===== config.mk =====
export PLATFORM = sky130hd
export DESIGN_NAME = beeper_stretcher
export DESIGN_NICKNAME = d
export VERILOG_FILES = /design/src/rtl/beeper_pkg.sv /design/src/rtl/beeper_ctl.sv /design/src/rtl/beeper_dp.sv /design/src/rtl/beeper_stretcher.sv
export SDC_FILE = /design/constraint.sdc
export NUM_CORES = 1
export LEC_CHECK = 0
export ABC_AREA = 1
export CAP_MARGIN = 20
export CORE_UTILIZATION = 40
export DETAILED_ROUTE_END_ITERATION = 16
export PLACE_DENSITY = 0.57
export SLEW_MARGIN = 20
export SYNTH_ARGS = -nofsm -noshare
export SYNTH_HDL_FRONTEND = slang
export SYNTH_SLANG_ARGS = --single-unit
export TNS_END_PERCENT = 5

===== constraint.sdc =====
create_clock -name clk -period 3.95 [get_ports clk]
set_input_delay 0.5925 -clock clk [delete_from_list [all_inputs] [get_ports clk]]
set_output_delay 0.5925 -clock clk [all_outputs]
set_load 0.05 [all_outputs]

===== src/rtl/beeper_pkg.sv =====
package beeper_pkg;

  // strobes from control to datapath
  typedef struct packed {
    logic flush;
    logic tick;
    logic capture;
    logic play;
    logic advance;
  } ctlStrobe_t;

  // one buffer slot
  typedef struct packed {
    logic level;
    logic written;
  } beepEntry_t;

endpackage


===== src/rtl/beeper_ctl.sv =====
module beeper_ctl
  import beeper_pkg::*;
#(
  parameter int DEPTH  = 160,
  parameter int REPEAT = 4,
  localparam int PW = $clog2(DEPTH + 1),
  localparam int RW = (REPEAT > 1) ? $clog2(REPEAT) : 1
) (
  input  logic          clk,
  input  logic          rstN,
  input  logic          lineTick,
  input  logic          blankFlag,
  input  logic          frameStart,
  output ctlStrobe_t    strobe,
  output logic [PW-1:0] wrPtr,
  output logic [PW-1:0] rdPtr
);

  logic [RW-1:0] repCnt;
  logic          tickOk;

  always_comb begin
    tickOk         = lineTick && !frameStart;
    strobe.flush   = frameStart;
    strobe.tick    = tickOk;
    strobe.capture = tickOk && blankFlag && (wrPtr < PW'(DEPTH));
    strobe.play    = tickOk && (rdPtr < wrPtr);
    strobe.advance = strobe.play && (repCnt == RW'(REPEAT - 1));
  end

  always_ff @(posedge clk) begin
    if (!rstN) begin
      wrPtr  <= '0;
      rdPtr  <= '0;
      repCnt <= '0;
    end else if (strobe.flush) begin
      wrPtr  <= '0;
      rdPtr  <= '0;
      repCnt <= '0;
    end else begin
      if (strobe.capture) wrPtr <= wrPtr + 1'b1;
      if (strobe.play) begin
        if (strobe.advance) begin
          repCnt <= '0;
          rdPtr  <= rdPtr + 1'b1;
        end else begin
          repCnt <= repCnt + 1'b1;
        end
      end
    end
  end

endmodule


===== src/rtl/beeper_dp.sv =====
module beeper_dp
  import beeper_pkg::*;
#(
  parameter int         DEPTH = 160,
  parameter int         SW    = 8,
  parameter logic [7:0] REST  = 8'h80,
  parameter logic [7:0] LOW   = 8'h00,
  parameter logic [7:0] HIGH  = 8'hFF,
  parameter logic [7:0] STEP  = 8'd8,
  localparam int PW = $clog2(DEPTH + 1),
  localparam int AW = (DEPTH > 1) ? $clog2(DEPTH) : 1
) (
  input  logic          clk,
  input  logic          rstN,
  input  logic          portWrEn,
  input  logic          portBit,
  input  ctlStrobe_t    strobe,
  input  logic [PW-1:0] wrPtr,
  input  logic [PW-1:0] rdPtr,
  output logic [SW-1:0] sampleOut
);

  beepEntry_t entryMem [DEPTH];
  beepEntry_t headEntry;
  logic       latchBit;
  logic       wroteFlag;
  logic [AW-1:0] wrIdx;
  logic [AW-1:0] rdIdx;
  logic [SW-1:0] decayed;

  // step toward rest, never past it
  function automatic logic [SW-1:0] towardRest(input logic [SW-1:0] cur);
    if (cur > SW'(REST)) begin
      return ((cur - SW'(REST)) > SW'(STEP)) ? cur - SW'(STEP) : SW'(REST);
    end else if (cur < SW'(REST)) begin
      return ((SW'(REST) - cur) > SW'(STEP)) ? cur + SW'(STEP) : SW'(REST);
    end
    return cur;
  endfunction

  always_comb begin
    wrIdx     = AW'(wrPtr);
    rdIdx     = (rdPtr < PW'(DEPTH)) ? AW'(rdPtr) : '0;
    headEntry = entryMem[rdIdx];
    decayed   = towardRest(sampleOut);
  end

  // port latch
  always_ff @(posedge clk) begin
    if (!rstN) begin
      latchBit  <= 1'b0;
      wroteFlag <= 1'b0;
    end else begin
      if (strobe.capture) wroteFlag <= 1'b0;
      if (portWrEn) begin
        latchBit  <= portBit;
        wroteFlag <= 1'b1;
      end
    end
  end

  // buffer storage
  always_ff @(posedge clk) begin
    if (strobe.capture) begin
      entryMem[wrIdx] <= '{level: latchBit, written: wroteFlag};
    end
  end

  // sample register
  always_ff @(posedge clk) begin
    if (!rstN) begin
      sampleOut <= SW'(REST);
    end else if (strobe.tick) begin
      if (strobe.play && headEntry.written) begin
        sampleOut <= headEntry.level ? SW'(HIGH) : SW'(LOW);
      end else begin
        sampleOut <= decayed;
      end
    end
  end

endmodule


===== src/rtl/beeper_stretcher.sv =====
module beeper_stretcher
  import beeper_pkg::*;
#(
  parameter int         DEPTH  = 160,
  parameter int         REPEAT = 4,
  parameter logic [7:0] REST   = 8'h80,
  parameter logic [7:0] STEP   = 8'd8,
  localparam int PW = $clog2(DEPTH + 1)
) (
  input  logic       clk,
  input  logic       rstN,
  input  logic       portWrEn,
  input  logic       portBit,
  input  logic       lineTick,
  input  logic       blankFlag,
  input  logic       frameStart,
  output logic [7:0] sampleOut
);

  ctlStrobe_t    strobe;
  logic [PW-1:0] wrPtr;
  logic [PW-1:0] rdPtr;

  beeper_ctl #(.DEPTH(DEPTH), .REPEAT(REPEAT)) u_ctl (
    .clk(clk), .rstN(rstN), .lineTick(lineTick), .blankFlag(blankFlag),
    .frameStart(frameStart), .strobe(strobe), .wrPtr(wrPtr), .rdPtr(rdPtr)
  );

  beeper_dp #(.DEPTH(DEPTH), .SW(8), .REST(REST), .LOW(8'h00),
              .HIGH(8'hFF), .STEP(STEP)) u_dp (
    .clk(clk), .rstN(rstN), .portWrEn(portWrEn), .portBit(portBit),
    .strobe(strobe), .wrPtr(wrPtr), .rdPtr(rdPtr), .sampleOut(sampleOut)
  );

endmodule


==> results of run 1 <==
## cell usage in the layout (no fill, tap or decap), types with 2 or more instances in the layout
cell type                         count
sky130_fd_sc_hd__edfxtp_1           320
sky130_fd_sc_hd__nand2_1            284
sky130_fd_sc_hd__nand3_1            283
sky130_fd_sc_hd__nor2_1             215
sky130_fd_sc_hd__inv_1              125
sky130_fd_sc_hd__o211ai_1            52
sky130_fd_sc_hd__clkbuf_16           40
sky130_fd_sc_hd__a21oi_1             28
sky130_fd_sc_hd__dfxtp_1             23
sky130_fd_sc_hd__buf_4               20
sky130_fd_sc_hd__ha_1                18
sky130_fd_sc_hd__o21ai_0             14
sky130_fd_sc_hd__clkdlybuf4s50_1     14
sky130_fd_sc_hd__nor3_1              13
sky130_fd_sc_hd__clkbuf_1            12
sky130_fd_sc_hd__or2_0                8
sky130_fd_sc_hd__o311ai_0             7
sky130_fd_sc_hd__clkinv_1             6
sky130_fd_sc_hd__buf_12               6
sky130_fd_sc_hd__nand2_2              5
sky130_fd_sc_hd__o22ai_1              5
sky130_fd_sc_hd__o21ai_1              4
sky130_fd_sc_hd__xor2_1               4
sky130_fd_sc_hd__clkinv_2             4
sky130_fd_sc_hd__inv_2                3
sky130_fd_sc_hd__nor2_4               3
sky130_fd_sc_hd__bufinv_16            3
sky130_fd_sc_hd__clkbuf_8             3
sky130_fd_sc_hd__xnor2_1              2
sky130_fd_sc_hd__dfxtp_4              2
## worst paths after layout
check / to / slack, ps / cells past startpoint
min reg2reg: u_ctl.repCnt[1]$_SDFFE_PP0P_ / 480 / 2
min: u_ctl.repCnt[1]$_SDFFE_PP0P_ / 480 / 2
max reg2reg: u_dp.sampleOut[3]$_SDFFE_PN0P_ / 750 / 17
max: u_dp.sampleOut[3]$_SDFFE_PN0P_ / 750 / 17
## cells by family after synthesis
logic type / count (synthesis) / synth area share (%)
xor+xnor: 6 / 0.337
compound gates: 115 / 4.85
simple gates: 815 / 22.5
flops: 346 / 65.0
buf+inv: 212 / 5.95
fa+ha+maj: 18 / 1.44
## worst register-to-register path, delay by kind of cell, from the launching register on
family | cells | cell delay [ps]
and+or+nand+nor | 12 | 1590
buffers and inverters | 3 | 730
AOI/OAI and AO/OA | 2 | 410
DFF | 1 | 380
## area by class of cell
type,count,area (um^2)
fillers,3597,20500
clock inverters,14,158
clock buffers,55,1090
well taps,511,639
flip-flops and latches,346,10100
multi-input cells,954,4550
repair buffers,41,438
inverters,130,488
## power groups by stage
| stage | Combinational (uW) | Clock (uW) | Sequential (uW) |
|---|---|---|---|
| after global routing | 105 | 3740 | 4050 |
| after floorplan | 24.7 | 0 | 4140 |
| after CTS | 97.1 | 3610 | 4050 |
| after global placement | 78.2 | 0 | 4140 |
| final | 95.6 | 3550 | 4050 |
| after detailed placement | 96.6 | 0 | 4130 |
## state kept, by name, summed over array words and instances (netlist names)
register,count
u_ctl.rdPtr,8
u_ctl.repCnt,2
u_ctl.wrPtr,8
u_dp.entryMem,320
u_dp.latchBit,1
u_dp.sampleOut,6
u_dp.wroteFlag,1
## per-stage QoR
stage | utilization, % | total power, uW | setup WS (ps) | area, um^2
CTS | 46.0 | 7760 | 802 | 17500
finish | 46.0 | 7690 | 750 | 17500
floorplan | - | 4170 | 1110 | 15600
global route | 46.0 | 7900 | 512 | 17500
detailed placement | 42.7 | 4220 | 804 | 16300
global placement | 42.7 | 4220 | 807 | 16200
## layer usage
| metal | vias to the layer above | track usage (%) | part of all wire, % |
|---|---|---|---|
| li1 | 5225 | - | - |
| met5 | - | 0 | 0 |
| met3 | 68 | 3.59 | 6.3 |
| met4 | 0 | 7.46 | 2.2 |
| met2 | 360 | 34.4 | 47 |
| met1 | 5443 | 29.4 | 44 |
==> impl_metrics.prom, run 1 <==
# TYPE chip_impl_metric gauge
chip_impl_metric{name="power_frac_clock",unit="%"} 46.1
chip_impl_metric{name="skew",unit="ps"} 23.2
chip_impl_metric{name="final_period_minus_worst_setup_slack",unit="ps"} 3200
chip_impl_metric{name="ctsLongestPathBuffers",unit=""} 3
chip_impl_metric{name="fmaxAchievable",unit="MHz"} 312
chip_impl_metric{name="syn-mean-instance-area",unit="um^2"} 10.3
chip_impl_metric{name="cp_data_required_time",unit="ps"} 4380
chip_impl_info{name="criticalPathCategory",value="flop to flop"} 1
chip_impl_metric{name="finalSetupViolCount",unit=""} 0
chip_impl_metric{name="synth.net_count",unit=""} 1537
chip_impl_metric{name="grt_pass1_wl",unit="um"} 63100
chip_impl_metric{name="p_seq_share",unit="%"} 52.6
chip_impl_metric{name="post-route-period-util",unit="%"} 81.0
chip_impl_metric{name="final_net_count",unit=""} 1537
chip_impl_metric{name="post_cts_resize_count",unit=""} 0
chip_impl_metric{name="cts_made_buffers",unit=""} 39
chip_impl_info{name="outcome",value="complete, no violations"} 1
chip_impl_metric{name="slew-limit-headroom",unit="%"} 27.7
chip_impl_metric{name="cell_area_after_technology_mapping",unit="um^2"} 15600
chip_impl_metric{name="drtPass1Iterations",unit=""} 5
chip_impl_metric{name="critical_path_peak_fanout",unit=""} 31
chip_impl_metric{name="clk-insertion-delay-late",unit="ps"} 560
chip_impl_info{name="min_from",value="u_ctl.repCnt[1]$_SDFFE_PP0P_"} 1
chip_impl_metric{name="finalNonFillerCells",unit=""} 2051
chip_impl_metric{name="routedWlPerCell",unit="um"} 20.1
chip_impl_metric{name="detail_route.iter0.violations",unit=""} 941
chip_impl_metric{name="power_frac_comb",unit="%"} 1.2
chip_impl_info{name="critical_path.cell_chain",value="o21ai_4 -> nand2_2 -> inv_2 -> buf_12 -> nand3_1 -> nand3_1 -> nand3_1 -> nand3_1 -> nand3_1 -> nand3_1 -> nand3_1 -> nand2_2 -> nand2_1 -> nand2_2 -> inv_1 -> o21ai_1 -> nor2_1"} 1
chip_impl_metric{name="holdBufCountCts",unit=""} 0
chip_impl_metric{name="maximum_number_of_pins_on_one_net_before_global_route_repair",unit=""} 85
chip_impl_info{name="timing.critical_path.from_type",value="flop"} 1
chip_impl_metric{name="p_int",unit="uW"} 6160
chip_impl_metric{name="groute.usage.overall",unit="%"} 21.4
chip_impl_info{name="synthFlopType",value="sky130_fd_sc_hd__edfxtp_1"} 1
chip_impl_metric{name="antenna_violations_before_repair",unit=""} 0
chip_impl_metric{name="gr-total-overflow",unit=""} 0
chip_impl_info{name="yosys.area.top_type",value="sky130_fd_sc_hd__edfxtp_1"} 1
chip_impl_metric{name="yosys_warnings",unit=""} 0
chip_impl_metric{name="residual_drc",unit=""} 0
chip_impl_metric{name="grt_pass1_vias",unit=""} 10828
chip_impl_metric{name="power.static_leakage",unit="uW"} 0.00622
chip_impl_metric{name="cts.sinks",unit=""} 346
chip_impl_metric{name="post-place-cells",unit=""} 1982
chip_impl_metric{name="dp_hpwl",unit="um"} 25200
chip_impl_metric{name="power_per_cell_area",unit="nW/um^2"} 440
chip_impl_info{name="cpLargestDelayFamily",value="simple AND/OR/NAND/NOR gates"} 1
chip_impl_metric{name="syn_inst",unit=""} 1512
chip_impl_info{name="cts-root-buf",value="sky130_fd_sc_hd__clkbuf_16"} 1
chip_impl_metric{name="irDropWorstVdd",unit="mV"} 0.306
chip_impl_metric{name="worstMarginPinSlew",unit="ps"} 1080
chip_impl_metric{name="synth_cell_types",unit=""} 36
chip_impl_info{name="ys_top_cells_by_count",value="320 x sky130_fd_sc_hd__edfxtp_1, 284 x sky130_fd_sc_hd__nand2_1, 283 x sky130_fd_sc_hd__nand3_1, 215 x sky130_fd_sc_hd__nor2_1, 125 x sky130_fd_sc_hd__inv_1"} 1
chip_impl_metric{name="cp_data_arrival_time",unit="ps"} 3630
chip_impl_metric{name="max-cap-violations",unit=""} 0
chip_impl_info{name="critPathCaptureType",value="flop"} 1
chip_impl_metric{name="netSwitchingPower",unit="uW"} 1530
chip_impl_metric{name="finalWeightedCongestion",unit=""} 0.859
chip_impl_metric{name="routed_wirelength",unit="um"} 41200
chip_impl_info{name="critical-path-top-cell-by-count",value="sky130_fd_sc_hd__nand3_1"} 1
chip_impl_metric{name="ys_ff_latch",unit=""} 346
chip_impl_metric{name="timing.critical_path.slowest_cell_delay",unit="ps"} 380
chip_impl_info{name="hp-class",value="flop to flop"} 1
chip_impl_metric{name="final_layout_setup_total_negative_slack",unit="ps"} 0
chip_impl_info{name="rsz0062_at_grt",value="false"} 1
chip_impl_metric{name="fp.dieW",unit="um"} 199
chip_impl_metric{name="clkSlewWorstSetupHoldPaths",unit="ps"} 60
chip_impl_metric{name="power_switching_share",unit="%"} 19.9
chip_impl_metric{name="ys_seq_area_share",unit="%"} 65.0
chip_impl_metric{name="die_height",unit="um"} 199
chip_impl_metric{name="layout-drive-gt1-share",unit="%"} 6.30
chip_impl_info{name="slowest_stage",value="sky130_fd_sc_hd__dfxtp_1"} 1
chip_impl_metric{name="postSynth.asyncResetShare",unit="%"} 0
chip_impl_metric{name="via_count",unit=""} 11096
chip_impl_metric{name="synthDominantCellAreaShare",unit="%"} 61.6
chip_impl_metric{name="cp.buffers_inverters",unit=""} 3
chip_impl_metric{name="synth-edff-count",unit=""} 320
chip_impl_metric{name="portBuffers",unit=""} 14
chip_impl_info{name="synthTopCellsByArea",value="sky130_fd_sc_hd__edfxtp_1 62%, sky130_fd_sc_hd__nand3_1 9.1%, sky130_fd_sc_hd__nand2_1 6.8%"} 1
chip_impl_metric{name="layout-area-overhead-vs-synth",unit="%"} 12.2
chip_impl_metric{name="htree_num_levels",unit=""} 2
chip_impl_metric{name="design.die.area",unit="um^2"} 39800
chip_impl_metric{name="floorplan.core_area",unit="um^2"} 38000
chip_impl_metric{name="timing.final.max_slew_violations",unit=""} 0
chip_impl_metric{name="worst_hold_slack",unit="ps"} 476
chip_impl_metric{name="vias_per_cell",unit=""} 5.41
chip_impl_info{name="synth_most_common_cell",value="sky130_fd_sc_hd__edfxtp_1"} 1
chip_impl_metric{name="ioPinCount",unit=""} 15
chip_impl_metric{name="antenna-diode-count",unit=""} 0
chip_impl_metric{name="initial_utilization",unit="%"} 41.0
chip_impl_metric{name="cts_setup_buffers",unit=""} 0
chip_impl_info{name="timing.critical_path.from",value="u_ctl.rdPtr[5]$_SDFFE_PP0P_"} 1
chip_impl_metric{name="placement_rows",unit=""} 71
chip_impl_metric{name="final-hold-violation-count",unit=""} 0
chip_impl_metric{name="ant_nets",unit=""} 0
chip_impl_info{name="timing.rr.start",value="u_ctl.rdPtr[5]$_SDFFE_PP0P_"} 1
chip_impl_info{name="tritoncts",value="yes"} 1
Power figures use the tool's default switching activity.
==> inputs of run 2 (changes only) <==
==> constraint.sdc (replaced) <==
create_clock -name clk -period 3 [get_ports clk]
set_input_delay 0.45 -clock clk [delete_from_list [all_inputs] [get_ports clk]]
set_output_delay 0.45 -clock clk [all_outputs]
set_load 0.05 [all_outputs]
==> impl_metrics.prom, run 2 (synthesized netlist as in run 1, its figures left out) <==
# TYPE chip_impl_metric gauge
chip_impl_info{name="outcome",value="complete, no violations"} 1
chip_impl_metric{name="detail_route.iter0.violations",unit=""} 925
chip_impl_metric{name="htree_num_levels",unit=""} 2
chip_impl_metric{name="clkSlewWorstSetupHoldPaths",unit="ps"} 60
chip_impl_metric{name="antenna-diode-count",unit=""} 0
chip_impl_metric{name="dp_hpwl",unit="um"} 24800
chip_impl_metric{name="finalWorstSetupSlack",unit="ps"} 198
chip_impl_info{name="final_cell_mix",value="320 x sky130_fd_sc_hd__edfxtp_1, 284 x sky130_fd_sc_hd__nand2_1, 283 x sky130_fd_sc_hd__nand3_1"} 1
chip_impl_metric{name="post-route-period-util",unit="%"} 93.4
chip_impl_info{name="cts-root-buf",value="sky130_fd_sc_hd__clkbuf_16"} 1
chip_impl_metric{name="ant_nets",unit=""} 0
chip_impl_metric{name="layout-area-overhead-vs-synth",unit="%"} 15.0
chip_impl_metric{name="finalSetupViolCount",unit=""} 0
chip_impl_metric{name="via_count",unit=""} 11124
chip_impl_info{name="reg_with_most_ffs",value="u_dp.entryMem"} 1
chip_impl_metric{name="ctsLongestPathBuffers",unit=""} 3
chip_impl_metric{name="gr-total-overflow",unit=""} 0
chip_impl_info{name="layout_commonest_cell",value="sky130_fd_sc_hd__edfxtp_1"} 1
chip_impl_metric{name="final_util",unit="%"} 47.2
chip_impl_metric{name="residual_drc",unit=""} 0
chip_impl_metric{name="groute.usage.overall",unit="%"} 21.1
chip_impl_metric{name="routed_wirelength",unit="um"} 41500
chip_impl_metric{name="die_height",unit="um"} 199
chip_impl_metric{name="final-hold-violation-count",unit=""} 0
chip_impl_metric{name="placement_rows",unit=""} 71
chip_impl_metric{name="final_net_count",unit=""} 1567
chip_impl_metric{name="power_per_cell_area",unit="nW/um^2"} 577
chip_impl_metric{name="timing.final.max_slew_violations",unit=""} 0
chip_impl_metric{name="finalNonFillerCells",unit=""} 2082
chip_impl_metric{name="fmaxAchievable",unit="MHz"} 357
chip_impl_metric{name="design.die.area",unit="um^2"} 39800
chip_impl_metric{name="cp_data_arrival_time",unit="ps"} 3230
chip_impl_metric{name="irDropWorstVdd",unit="mV"} 0.493
chip_impl_metric{name="skew",unit="ps"} 14.1
chip_impl_metric{name="layout-drive-gt1-share",unit="%"} 8.78
chip_impl_metric{name="ioPinCount",unit=""} 15
chip_impl_metric{name="initial_utilization",unit="%"} 41.0
chip_impl_metric{name="final_period_minus_worst_setup_slack",unit="ps"} 2800
chip_impl_metric{name="cts_made_buffers",unit=""} 39
chip_impl_metric{name="pre_cts_ws",unit="ps"} 129
chip_impl_metric{name="grt_pass1_vias",unit=""} 10794
chip_impl_metric{name="floorplan.core_area",unit="um^2"} 38000
chip_impl_metric{name="max-cap-violations",unit=""} 0
chip_impl_info{name="hp-class",value="flop to flop"} 1
chip_impl_metric{name="holdBufCountCts",unit=""} 0
chip_impl_metric{name="dpl-instance-area",unit="um^2"} 16500
chip_impl_metric{name="slew-limit-headroom",unit="%"} 44.6
chip_impl_metric{name="largest_register_ff_count",unit=""} 320
chip_impl_metric{name="clk-insertion-delay-late",unit="ps"} 530
chip_impl_metric{name="stdcell_area",unit="um^2"} 17900
chip_impl_info{name="timing.critical_path.from_type",value="flop"} 1
chip_impl_metric{name="fp.dieW",unit="um"} 199
chip_impl_metric{name="vias_per_cell",unit=""} 5.34
chip_impl_metric{name="post-place-cells",unit=""} 2006
chip_impl_metric{name="maximum_number_of_pins_on_one_net_before_global_route_repair",unit=""} 82
chip_impl_metric{name="worstMarginPinSlew",unit="ps"} 829
chip_impl_info{name="critPathCaptureType",value="flop"} 1
chip_impl_info{name="tritoncts",value="yes"} 1
chip_impl_metric{name="antenna_violations_before_repair",unit=""} 0
chip_impl_metric{name="finalWeightedCongestion",unit=""} 0.861
chip_impl_metric{name="drtPass1Iterations",unit=""} 5
chip_impl_metric{name="portBuffers",unit=""} 14
chip_impl_info{name="criticalPathCategory",value="flop to flop"} 1
chip_impl_metric{name="cts.sinks",unit=""} 346
chip_impl_info{name="reg_top3",value="u_dp.entryMem x320, u_ctl.rdPtr x8, u_ctl.wrPtr x8"} 1
chip_impl_metric{name="total_power",unit="uW"} 10300
chip_impl_metric{name="critical_path_peak_fanout",unit=""} 17
chip_impl_metric{name="power.static_leakage",unit="uW"} 0.00643
chip_impl_metric{name="routedWlPerCell",unit="um"} 19.9
chip_impl_metric{name="grt_pass1_wl",unit="um"} 62900
chip_impl_metric{name="cp_data_required_time",unit="ps"} 3420
-- run 2: final timing paths --
check	end	slack, ps	from	cells past startpoint
setup / recovery	u_dp.sampleOut[3]$_SDFFE_PN0P_	200	u_ctl.rdPtr[7]$_SDFFE_PP0P_	18
hold / removal	u_ctl.repCnt[1]$_SDFFE_PP0P_	470	u_ctl.repCnt[1]$_SDFFE_PP0P_	2
setup reg to reg	u_dp.sampleOut[3]$_SDFFE_PN0P_	200	u_ctl.rdPtr[7]$_SDFFE_PP0P_	18
hold reg to reg	u_ctl.repCnt[1]$_SDFFE_PP0P_	470	u_ctl.repCnt[1]$_SDFFE_PP0P_	2
-- run 2: layer usage --
metal  GRT usage, %  vias to the layer above  routed length (um)
met5              0                        -                   0
met4           6.53                        0                 892
met3           2.95                       68                2260
met2           34.4                      325               19700
met1           29.2                     5425               18600
li1               -                     5306                   -
-- run 2: timing repair --
action,4_1_cts,5_1_grt
buffers inserted,0,4
gates resized for setup,0,5
setup endpoints to repair,0,5
-- run 2: per-stage QoR --
stage                     hold slack [ps]  setup TNS, ps
after global routing                  516          -7.96
after global placement                457              0
final                                 469              0
after CTS                             473              0
after floorplan                       449              0
after detailed placement              464              0
-- run 2: area by class of cell --
| class | instances | area [um^2] |
|---|---|---|
| tap | 511 | 639 |
| sequential | 346 | 10100 |
| clock buffer | 47 | 1080 |
| multi-input combinational | 954 | 4550 |
| clock inverter | 23 | 246 |
| fill | 3572 | 20100 |
| inverter | 130 | 493 |
| timing repair buffer | 71 | 778 |
-- run 2: critical path: stages (launching register included) --
cell and delay (ps):
sky130_fd_sc_hd__dfxtp_1 450, sky130_fd_sc_hd__inv_1 150, sky130_fd_sc_hd__nor2_4 220, sky130_fd_sc_hd__nor2_4 100
sky130_fd_sc_hd__buf_4 210, sky130_fd_sc_hd__nand2_1 70, sky130_fd_sc_hd__nand3_1 70, sky130_fd_sc_hd__nand3_1 100
sky130_fd_sc_hd__nand3_1 150, sky130_fd_sc_hd__nand3_1 110, sky130_fd_sc_hd__nand3_1 130, sky130_fd_sc_hd__nand3_1 120
sky130_fd_sc_hd__nand3_1 160, sky130_fd_sc_hd__nand2_2 160, sky130_fd_sc_hd__nand2_1 90, sky130_fd_sc_hd__nand2_2 120
sky130_fd_sc_hd__inv_1 100, sky130_fd_sc_hd__o21ai_1 120, sky130_fd_sc_hd__nor2_1 50
-- run 2: power by group --
group          switching, uW  internal [uW]
Clock                   1910           2990
Combinational            108           32.3
Sequential              23.4           5290
Total                   2040           8310
==> inputs of run 3 (changes only) <==
--- a/config.mk
+++ b/config.mk
@@ -9,9 +9,11 @@
 export CAP_MARGIN = 20
 export CORE_UTILIZATION = 40
 export DETAILED_ROUTE_END_ITERATION = 16
-export PLACE_DENSITY = 0.57
+export DONT_BUFFER_PORTS = 1
+export PLACE_DENSITY = 0.56
 export SLEW_MARGIN = 20
 export SYNTH_ARGS = -nofsm -noshare
 export SYNTH_HDL_FRONTEND = slang
+export SYNTH_HIERARCHICAL = 1
 export SYNTH_SLANG_ARGS = --single-unit
 export TNS_END_PERCENT = 5
==> impl_metrics.prom, run 3 <==
# TYPE chip_impl_metric gauge
chip_impl_metric{name="cp.buffers_inverters",unit=""} 4
chip_impl_metric{name="yosys_warnings",unit=""} 6
chip_impl_metric{name="detail_route.iter0.violations",unit=""} 1130
chip_impl_info{name="timing.critical_path.from_type",value="flop"} 1
chip_impl_info{name="critical_path.cell_chain",value="o21ai_4 -> buf_12 -> nand2_4 -> inv_6 -> buf_16 -> nand3_1 -> nand3_1 -> nand3_1 -> nand3_1 -> nand3_1 -> nand3_1 -> nand3_1 -> nand2_2 -> nand2_1 -> nand2_2 -> inv_2 -> o21ai_1 -> nor2_1"} 1
chip_impl_metric{name="cp_data_arrival_time",unit="ps"} 3180
chip_impl_info{name="rsz0062_at_grt",value="false"} 1
chip_impl_metric{name="via_count",unit=""} 11535
chip_impl_metric{name="portBuffers",unit=""} 0
chip_impl_info{name="cts-root-buf",value="sky130_fd_sc_hd__clkbuf_16"} 1
chip_impl_metric{name="maximum_number_of_pins_on_one_net_before_global_route_repair",unit=""} 77
chip_impl_info{name="cpLargestDelayFamily",value="simple AND/OR/NAND/NOR gates"} 1
chip_impl_info{name="reg_top3",value="u_dp/entryMem x320, u_ctl/rdPtr x8, u_ctl/wrPtr x8"} 1
chip_impl_metric{name="clkSlewWorstSetupHoldPaths",unit="ps"} 60
chip_impl_info{name="hp-class",value="input port to flop"} 1
chip_impl_metric{name="p_int",unit="uW"} 7780
chip_impl_metric{name="vias_per_cell",unit=""} 5.37
chip_impl_metric{name="clk-insertion-delay-late",unit="ps"} 530
chip_impl_metric{name="ctsLongestPathBuffers",unit=""} 3
chip_impl_metric{name="power_switching_share",unit="%"} 20.0
chip_impl_metric{name="drtPass1Iterations",unit=""} 5
chip_impl_metric{name="die_height",unit="um"} 202
chip_impl_metric{name="timing.critical_path.slowest_cell_delay",unit="ps"} 350
chip_impl_metric{name="cell_area_after_technology_mapping",unit="um^2"} 15900
chip_impl_metric{name="residual_drc",unit=""} 0
chip_impl_metric{name="layout-area-overhead-vs-synth",unit="%"} 12.8
chip_impl_info{name="tritoncts",value="yes"} 1
chip_impl_metric{name="irDropWorstVdd",unit="mV"} 0.403
chip_impl_metric{name="finalWeightedCongestion",unit=""} 0.864
chip_impl_metric{name="cp_data_required_time",unit="ps"} 3420
chip_impl_metric{name="max-cap-violations",unit=""} 0
chip_impl_metric{name="design.die.area",unit="um^2"} 40600
chip_impl_metric{name="ant_nets",unit=""} 0
chip_impl_metric{name="total_power",unit="uW"} 9730
chip_impl_metric{name="power.static_leakage",unit="uW"} 0.00652
chip_impl_metric{name="power_frac_clock",unit="%"} 43.9
chip_impl_metric{name="power_per_cell_area",unit="nW/um^2"} 542
chip_impl_metric{name="routedWlPerCell",unit="um"} 19.7
chip_impl_metric{name="post-route-period-util",unit="%"} 91.9
chip_impl_metric{name="timing.final.max_slew_violations",unit=""} 0
chip_impl_metric{name="htree_num_levels",unit=""} 2
chip_impl_info{name="final_cell_mix",value="320 x sky130_fd_sc_hd__edfxtp_1, 318 x sky130_fd_sc_hd__nand2_1, 294 x sky130_fd_sc_hd__nand3_1"} 1
chip_impl_metric{name="finalSetupViolCount",unit=""} 0
chip_impl_metric{name="groute.usage.overall",unit="%"} 20.3
chip_impl_metric{name="final_period_minus_worst_setup_slack",unit="ps"} 2760
chip_impl_metric{name="final_layout_setup_total_negative_slack",unit="ps"} 0
chip_impl_info{name="layout_commonest_cell",value="sky130_fd_sc_hd__edfxtp_1"} 1
chip_impl_metric{name="largest_register_ff_count",unit=""} 320
chip_impl_metric{name="grt_pass1_wl",unit="um"} 63800
chip_impl_metric{name="initial_utilization",unit="%"} 40.9
chip_impl_metric{name="fp.dieW",unit="um"} 202
chip_impl_metric{name="skew",unit="ps"} 10.3
chip_impl_info{name="min_from",value="rstN"} 1
chip_impl_info{name="critical-path-top-cell-by-count",value="sky130_fd_sc_hd__nand3_1"} 1
chip_impl_metric{name="floorplan.core_area",unit="um^2"} 38900
chip_impl_metric{name="grt_pass1_vias",unit=""} 11196
chip_impl_info{name="timing.critical_path.from",value="u_ctl/rdPtr[5]$_SDFFE_PP0P_"} 1
chip_impl_metric{name="cts.sinks",unit=""} 346
chip_impl_metric{name="antenna-diode-count",unit=""} 0
chip_impl_metric{name="antenna_violations_before_repair",unit=""} 0
chip_impl_metric{name="p_seq_share",unit="%"} 54.7
chip_impl_metric{name="syn_inst",unit=""} 1592
chip_impl_metric{name="critical_path_peak_fanout",unit=""} 32
chip_impl_metric{name="ioPinCount",unit=""} 15
chip_impl_metric{name="power_frac_comb",unit="%"} 1.3
chip_impl_metric{name="final_net_count",unit=""} 1625
chip_impl_metric{name="cts_made_buffers",unit=""} 38
chip_impl_metric{name="gr-total-overflow",unit=""} 0
chip_impl_info{name="reg_with_most_ffs",value="u_dp/entryMem"} 1
chip_impl_metric{name="finalNonFillerCells",unit=""} 2147
chip_impl_info{name="criticalPathCategory",value="flop to flop"} 1
chip_impl_metric{name="post-place-cells",unit=""} 2073
chip_impl_metric{name="syn-mean-instance-area",unit="um^2"} 10.0
chip_impl_metric{name="netSwitchingPower",unit="uW"} 1950
chip_impl_metric{name="reg2reg_slack",unit="ps"} 240
chip_impl_info{name="slowest_stage",value="sky130_fd_sc_hd__dfxtp_1"} 1
chip_impl_info{name="critPathCaptureType",value="flop"} 1
chip_impl_metric{name="layout-drive-gt1-share",unit="%"} 8.59
chip_impl_info{name="outcome",value="complete, no violations"} 1
chip_impl_metric{name="final-hold-violation-count",unit=""} 0
chip_impl_info{name="timing.rr.start",value="u_ctl/rdPtr[5]$_SDFFE_PP0P_"} 1
chip_impl_metric{name="dp_hpwl",unit="um"} 26100
chip_impl_metric{name="worstMarginPinSlew",unit="ps"} 783
chip_impl_metric{name="synth.net_count",unit=""} 1614
chip_impl_metric{name="routed_wirelength",unit="um"} 42300
chip_impl_metric{name="slew-limit-headroom",unit="%"} 47.7
chip_impl_metric{name="placement_rows",unit=""} 72
chip_impl_metric{name="fmaxAchievable",unit="MHz"} 363
-- run 3: changes by cell type in the layout (fill, tap and decap cells not counted), moves of 11 or more --
cell / previous run / this run
sky130_fd_sc_hd__nand2_1: 284 / 318
sky130_fd_sc_hd__nor2_1: 215 / 233
sky130_fd_sc_hd__inv_1: 125 / 141
sky130_fd_sc_hd__clkdlybuf4s50_1: 14 / 0
sky130_fd_sc_hd__nor3_1: 13 / 1
sky130_fd_sc_hd__nand3_1: 283 / 294
-- run 3: layout make-up --
class                      count  area, um^2
clock buffer                  50        1020
timing repair buffer          56         623
tap                          518         648
sequential                   346       10100
multi-input combinational   1011        4870
clock inverter                16        98.8
fill                        3678       21000
inverter                     150         568
-- run 3: worst reg2reg max path, stage by stage, from the launching register on --
cell	delay (ps)
sky130_fd_sc_hd__dfxtp_1	350
sky130_fd_sc_hd__o21ai_4	190
sky130_fd_sc_hd__buf_12	150
sky130_fd_sc_hd__nand2_4	120
sky130_fd_sc_hd__inv_6	140
sky130_fd_sc_hd__buf_16	200
sky130_fd_sc_hd__nand3_1	160
sky130_fd_sc_hd__nand3_1	90
sky130_fd_sc_hd__nand3_1	120
sky130_fd_sc_hd__nand3_1	160
sky130_fd_sc_hd__nand3_1	90
sky130_fd_sc_hd__nand3_1	110
sky130_fd_sc_hd__nand3_1	100
sky130_fd_sc_hd__nand2_2	160
sky130_fd_sc_hd__nand2_1	120
sky130_fd_sc_hd__nand2_2	130
sky130_fd_sc_hd__inv_2	70
sky130_fd_sc_hd__o21ai_1	120
sky130_fd_sc_hd__nor2_1	50
-- run 3: metrics by stage --
step                instance area [um^2]  util, %  setup slack (ps)  hold WS (ps)
floorplan                          15900        -               161           457
detailed placement                 16700     42.9               166           492
global placement                   16700     42.9               227           474
finish                             18000     46.2               242          47.6
CTS                                17800     45.8               150          25.8
global route                       18000     46.2              33.0          56.9
-- run 3: timing repair --
item | 4_1_cts | 5_1_grt
buffers inserted | 0 | 3
hold buffers | 1 | 0
resized for setup | 0 | 8
setup endpoints to repair | 0 | 6
endpoints found under the hold margin | 1 | 0
-- run 3: per-layer routing --
| layer | part of all wire (%) | up-vias | GRT usage, % |
|---|---|---|---|
| li1 | - | 5464 | - |
| met1 | 44 | 5649 | 28.1 |
| met2 | 47 | 358 | 33.1 |
| met3 | 6.5 | 64 | 2.90 |
| met4 | 2.5 | 0 | 6.44 |
| met5 | 0 | - | 0 |
-- run 3: final timing paths --
path	end	depth (start not counted)
min reg2reg	u_ctl/repCnt[1]$_SDFFE_PP0P_	2
max	u_dp/sampleOut[3]$_SDFFE_PN0P_	18
max reg2reg	u_dp/sampleOut[3]$_SDFFE_PN0P_	18
min	u_dp/latchBit$_SDFFE_PN0P_	2
-- run 3: power groups by stage --
stage               combinational, uW  sequential, uW  clock (uW)
floorplan                        42.7            5450           0
CTS                               132            5320        4350
detailed placement                130            5430           0
finish                            131            5320        4270
global placement                  130            5430           0
global route                      143            5320        4530
